File: config.mk
export PLATFORM = sky130hd
export DESIGN_NAME = irq_vector_ctrl
export DESIGN_NICKNAME = d
export VERILOG_FILES = /design/src/rtl/irq_vector_ctrl.sv
export SDC_FILE = /design/constraint.sdc
export NUM_CORES = 1
export LEC_CHECK = 0
export ABC_AREA = 1
export BUFFER_PORTS_ARGS = -buffer_cell sky130_fd_sc_hd__clkbuf_2
export CORE_AREA = 2 2 149 151
export DETAILED_ROUTE_END_ITERATION = 10
export DIE_AREA = 0 0 151 153
export PLACE_DENSITY_LB_ADDON = 0.15
export SETUP_SLACK_MARGIN = 0.05
export SLEW_MARGIN = 30
export SYNTH_ARGS = -nofsm -noshare
export SYNTH_HDL_FRONTEND = slang
export SYNTH_SLANG_ARGS = --single-unit
File: constraint.sdc
create_clock -name clk -period 9.8 [get_ports clk]
set_clock_uncertainty 0.15 [all_clocks]
set_input_delay 2.45 -clock clk [delete_from_list [all_inputs] [get_ports clk]]
set_output_delay 2.45 -clock clk [all_outputs]
set_load 0.005 [all_outputs]
File: src/rtl/irq_vector_ctrl.sv
module irq_vector_ctrl #(
  parameter int N_INT = 4,
  parameter int N_EXT = 3,
  parameter int DW    = 32,
  parameter int AW    = 5
) (
  input  logic             clk,
  input  logic             rst_n,
  input  logic [N_INT-1:0] int_src,
  input  logic [N_EXT-1:0] ext_irq,
  input  logic             ext_fiq,
  input  logic [AW-1:0]    addr,
  input  logic [DW-1:0]    wdata,
  input  logic             wr_en,
  input  logic             rd_en,
  output logic [DW-1:0]    rdata,
  output logic             irq_n,
  output logic             fiq_n
);
  localparam int NS  = N_INT + N_EXT;
  localparam int IW  = (NS > 1) ? $clog2(NS) : 1;
  localparam int PW  = 3;
  localparam int LV  = 1 << PW;
  localparam int SPW = $clog2(LV + 1);
  localparam int EW  = N_EXT + 1;
  localparam logic [AW-1:0] A_EN   = AW'(16);
  localparam logic [AW-1:0] A_FM   = AW'(17);
  localparam logic [AW-1:0] A_BASE = AW'(18);
  localparam logic [AW-1:0] A_SPUR = AW'(19);
  localparam logic [AW-1:0] A_VEC  = AW'(20);
  localparam logic [AW-1:0] A_FVEC = AW'(21);
  localparam logic [AW-1:0] A_EOI  = AW'(22);

  logic [EW-1:0]    s1, s2, s3;
  logic [N_INT-1:0] int_prev;
  logic [PW-1:0]    prio [NS];
  logic [1:0]       mode [NS];
  logic [NS:0]      en_r;
  logic [1:0]       fmode;
  logic [DW-1:0]    vbase, spur;
  logic [NS-1:0]    pend, lvl, hit, act;
  logic             fpend, flvl, fhit, fact;
  logic [PW-1:0]    stk [LV];
  logic [SPW-1:0]   sp, spm1;
  logic [PW-1:0]    top, best;
  logic [IW-1:0]    widx;
  logic             found;

  wire vec_rd  = rd_en && addr == A_VEC;
  wire fvec_rd = rd_en && addr == A_FVEC;
  wire eoi_wr  = wr_en && addr == A_EOI;

  always_ff @(posedge clk or negedge rst_n)
    if (!rst_n) begin
      s1 <= '0; s2 <= '0; s3 <= '0; int_prev <= '0;
    end else begin
      s1 <= {ext_fiq, ext_irq}; s2 <= s1; s3 <= s2; int_prev <= int_src;
    end

  for (genvar i = 0; i < NS; i++) begin : g_src
    if (i < N_INT) begin : g_int
      assign lvl[i] = int_src[i];
      assign hit[i] = int_src[i] & ~int_prev[i];
    end else begin : g_ext
      assign lvl[i] = s2[i-N_INT] ^ mode[i][1];
      assign hit[i] = mode[i][1] ? (s3[i-N_INT] & ~s2[i-N_INT])
                                 : (s2[i-N_INT] & ~s3[i-N_INT]);
    end
    assign act[i] = en_r[i] & (mode[i][0] ? pend[i] : lvl[i]);
  end

  assign flvl = s2[N_EXT] ^ fmode[1];
  assign fhit = fmode[1] ? (s3[N_EXT] & ~s2[N_EXT]) : (s2[N_EXT] & ~s3[N_EXT]);
  assign fact = en_r[NS] & (fmode[0] ? fpend : flvl);

  assign spm1 = sp - 1'b1;
  assign top  = stk[spm1[PW-1:0]];

  always_comb begin
    found = 1'b0;
    best  = '0;
    widx  = '0;
    for (int i = 0; i < NS; i++)
      if (act[i] && (sp == '0 || prio[i] > top) && (!found || prio[i] > best)) begin
        found = 1'b1;
        best  = prio[i];
        widx  = IW'(i);
      end
  end

  always_ff @(posedge clk or negedge rst_n)
    if (!rst_n) begin
      en_r <= '0; fmode <= '0; vbase <= '0; spur <= '0;
      for (int i = 0; i < NS; i++) begin prio[i] <= '0; mode[i] <= '0; end
    end else if (wr_en) begin
      for (int i = 0; i < NS; i++)
        if (addr == AW'(i)) begin
          prio[i] <= wdata[PW-1:0];
          mode[i] <= (i < N_INT) ? {1'b0, wdata[4]} : wdata[5:4];
        end
      case (addr)
        A_EN:   en_r  <= wdata[NS:0];
        A_FM:   fmode <= wdata[1:0];
        A_BASE: vbase <= wdata;
        A_SPUR: spur  <= wdata;
        default: ;
      endcase
    end

  always_ff @(posedge clk or negedge rst_n)
    if (!rst_n) begin
      pend <= '0; fpend <= 1'b0;
    end else begin
      for (int i = 0; i < NS; i++) begin
        if (!mode[i][0] || (vec_rd && found && widx == IW'(i))) pend[i] <= 1'b0;
        if (mode[i][0] && hit[i]) pend[i] <= 1'b1;
      end
      if (!fmode[0] || fvec_rd) fpend <= 1'b0;
      if (fmode[0] && fhit) fpend <= 1'b1;
    end

  always_ff @(posedge clk or negedge rst_n)
    if (!rst_n) sp <= '0;
    else if (vec_rd && found) sp <= sp + 1'b1;
    else if (eoi_wr && sp != '0) sp <= spm1;

  always_ff @(posedge clk)
    if (vec_rd && found) stk[sp[PW-1:0]] <= best;

  always_ff @(posedge clk or negedge rst_n)
    if (!rst_n) rdata <= '0;
    else if (rd_en) begin
      rdata <= '0;
      for (int i = 0; i < NS; i++)
        if (addr == AW'(i)) rdata <= DW'({mode[i], 1'b0, prio[i]});
      case (addr)
        A_EN:   rdata <= DW'(en_r);
        A_FM:   rdata <= DW'(fmode);
        A_BASE: rdata <= vbase;
        A_SPUR: rdata <= spur;
        A_VEC:  rdata <= found ? vbase + DW'({widx, 2'b00}) : spur;
        A_FVEC: rdata <= vbase + DW'(NS * 4);
        default: ;
      endcase
    end

  always_ff @(posedge clk or negedge rst_n)
    if (!rst_n) begin
      irq_n <= 1'b1; fiq_n <= 1'b1;
    end else begin
      irq_n <= ~found; fiq_n <= ~fact;
    end
endmodule


==> results.tsv <==
metric	value	unit
first-pass GRT wire length	55.4	mm
fin util	65.8	%
syn_area_per_cell	7.50	um^2
GR Util met2	50.1	%
# DRC	0	
Reg2Reg Setup Slack	0.18	ns
GRT Overall Usage	30.8	%
sequential-to-total area share from yosys stat	42.2	%
max-cap viol count	0	
GR peak layer	met2	
origin of the worst setup path	int_src[0]	
Ports	83	
Final ANT Viol Nets	0	
Yosys warning total	0	
slowest library cell on the worst path	fa_2	
DRT iter0 DRCs	911	
CP max stage delay	0.36	ns
share of cells above drive strength 1	22.5	%
Die W	151	um
Net Sw Frac	43.6	%
commonest non-fill, non-tap cell in the layout	nand2_1	
worst setup margin	-0.122	ns
TritonCTS clock tree	built	
RSZ-0062 raised after global routing	yes	
Pleak	6.89	nW
M3 GR Usage	3.91	%
final worst path period share	101	%
minimum clock period	9.92	ns
Max VDD drop	146	uV
Internal Power	1.98	mW
Slew Viols, Final	0	
critical path required time	9.98	ns
TritonCTS Buffers	17	
critical path class	in2reg	
Pre-Repair DR Iteration Count	5	
Power Total	3.51	mW
wire length per cell	17.4	um
most frequent CP cell	nand2_1	
Final Hold Fails	0	
worst skew pair latency	0.44	ns
GR Util met1	42.1	%
Layout area overhead	21.5	%
Crit. End Element	flip-flop	
post-DP HPWL	24.7	mm
combinational power share	49.8	%
Critical Path AT	10.10	ns
final net count	1790	
fmax	101	MHz
initial antenna violation count	0	
Worst Setup EP	rdata[8]$_DFFE_PN0P_	
status	complete, but fails checks	
Netlist cell types	52	
failing checks	negative setup slack	
Filler cells	1855	
Slew @ Worst Pin	0.819	ns
setup violators final	12	
GP Congestion	0.952	
placed inst area	12900	um^2
Root Buffer	clkbuf_16	
family with the most delay on the worst path	simple AND/OR/NAND/NOR gates	
Hold Crit Class	reg2reg	
critical-path maximum fanout	7	
Vias/cell	5.59	
clock group share of total power	19.8	%
vias in the first global route	10600	
Post-Syn Nets	1648	
n_diodes	0	
reg2reg start	sp[1]$_DFFE_PN0P_	
CTS H-tree lvls	4	
Net Switching	1.53	mW
Overflow after GRT	0	
hold buffer count at CTS	0	
PD cells	248	nW/um^2
Total Wirelength	34.6	mm
area of the mapped netlist	11600	um^2
Sequential Power Share	30.4	%
CTS clk-pin slew, worst paths	0.07	ns
Die H	153	um
clock sinks	191	
area of the core	21500	um^2
Initial Utilization	54.1	%
Buf+Inv Stages, Crit Path	10	
Synth Register Bits	191	
Worst Setup Start Kind	primary input	
input/output buffers	82	
Design Area, Final	14100	um^2
worst flop-to-flop path endpoint	rdata[8]$_DFFE_PN0P_	
CTS max path bufs	2	
critical path depth	69	
die area	23100	um^2
largest net degree at the start of global routing	92	
relative slew slack	45.4	%
R2R depth	77	
synthesized instance count	1551	
via count	11100	
site row count	54	
most frequent cells in the layout	nand2_1, inv_1, dfrtp_1	
## layout make-up
| type | instances | area, um^2 | area share, % |
|---|---|---|---|
| Sequential cell | 191 | 4900 | 34.7 |
| Timing Repair Buffer | 169 | 1100 | 7.80 |
| Multi-Input combinational cell | 1123 | 6460 | 45.8 |
| Inverter | 191 | 727 | 5.15 |
| Tap cell | 280 | 350 | 2.48 |
| Clock buffer | 18 | 429 | 3.04 |
| Clock inverter | 14 | 153 | 1.08 |
## logic make-up after synthesis
logic type,after synthesis,share of synthesized area (%)
XOR/XNOR,20,1.51
AND/OR/NAND/NOR,758,27.9
adder cells (fa/ha/maj),48,5.23
flip-flops,191,42.2
AO/OA/AOI/OAI,296,15.0
multiplexers,1,0.0861
buffers and inverters,237,8.17
## routing by layer
layer | share of wire [%] | routed length, um | vias to the layer above
met5 | 0 | 0 | -
met4 | 3.8 | 1330 | 0
met3 | 5.5 | 1900 | 95
met2 | 48 | 16700 | 407
met1 | 42 | 14700 | 5206
li1 | - | - | 5395
## worst min path at each step
stage / from / endpoint / slack (ns) / cells past startpoint
after global routing: s1[2]$_DFF_PN0_ / s2[2]$_DFF_PN0_ / 0.20 / 0
after detailed placement: s1[2]$_DFF_PN0_ / s2[2]$_DFF_PN0_ / 0.19 / 0
after global placement: s1[0]$_DFF_PN0_ / s2[0]$_DFF_PN0_ / 0.18 / 0
after CTS: s1[0]$_DFF_PN0_ / s2[0]$_DFF_PN0_ / 0.20 / 0
final: s1[0]$_DFF_PN0_ / s2[0]$_DFF_PN0_ / 0.20 / 0
after floorplan: s1[0]$_DFF_PN0_ / s2[0]$_DFF_PN0_ / 0.18 / 0
## through the flow
step | setup TNS, ns | hold WS (ns) | setup slack, ns | std cells
finish | -0.927 | 0.195 | -0.122 | 1986
global route | -11.00 | 0.203 | -0.594 | 1986
CTS | 0 | 0.199 | 0.0560 | 1976
detailed placement | -15.34 | 0.186 | -0.758 | 1935
global placement | -9.25 | 0.182 | -0.549 | 1935
floorplan | -1.18 | 0.181 | -0.252 | 1551
## cells in the mapped netlist, drive strengths merged
library cell | count | share of area (%)
xor2 | 18 | 1.4
o211ai | 22 | 1.8
nor2 | 102 | 3.7
nor4 | 8 | 0.59
buf | 16 | 1.0
a31oi | 2 | 0.11
ha | 47 | 5.1
dfstp | 2 | 0.45
o21bai | 8 | 0.52
o21a | 2 | 0.13
a21oi | 44 | 1.9
o2111ai | 3 | 0.23
nand2 | 501 | 16
inv | 189 | 6.1
fa | 1 | 0.17
a211oi | 5 | 0.32
dfrtp | 165 | 36
or2 | 4 | 0.22
and2 | 4 | 0.22
o22ai | 9 | 0.48
mux2i | 1 | 0.086
a221oi | 5 | 0.38
xnor2 | 2 | 0.15
nand3b | 5 | 0.32
nand3 | 101 | 4.5
o21ai | 176 | 7.6
edfxtp | 24 | 6.2
clkbuf | 30 | 0.98
o221ai | 18 | 1.4
nand4 | 14 | 0.81
clkinv | 2 | 0.065
a22oi | 1 | 0.065
a21o | 1 | 0.065
nor3 | 19 | 1.1
## registers in the layout, indices dropped and copies added, names as in the netlist, 7 cells and up
signal and cells:
rdata 32, spur 32, vbase 32, stk 24, prio 21, mode 10
en_r 8, pend 7
## power groups by stage
stage | registers, mW | clock network (mW) | logic, mW
floorplan | 1.03 | 0 | 1.09
global placement | 1.07 | 0 | 1.50
detailed placement | 1.07 | 0 | 1.53
CTS | 1.06 | 0.704 | 1.59
global route | 1.08 | 0.736 | 1.95
finish | 1.07 | 0.696 | 1.75
## what timing repair did
item                                   in CTS  in global routing
gates resized for setup                    19                112
setup endpoints to repair                  24                 29
setup buffers                               9                 10
endpoints found under the hold margin       0                  0
pin swaps                                  34                 52
No activity file was read; power rests on OpenSTA's default activity.
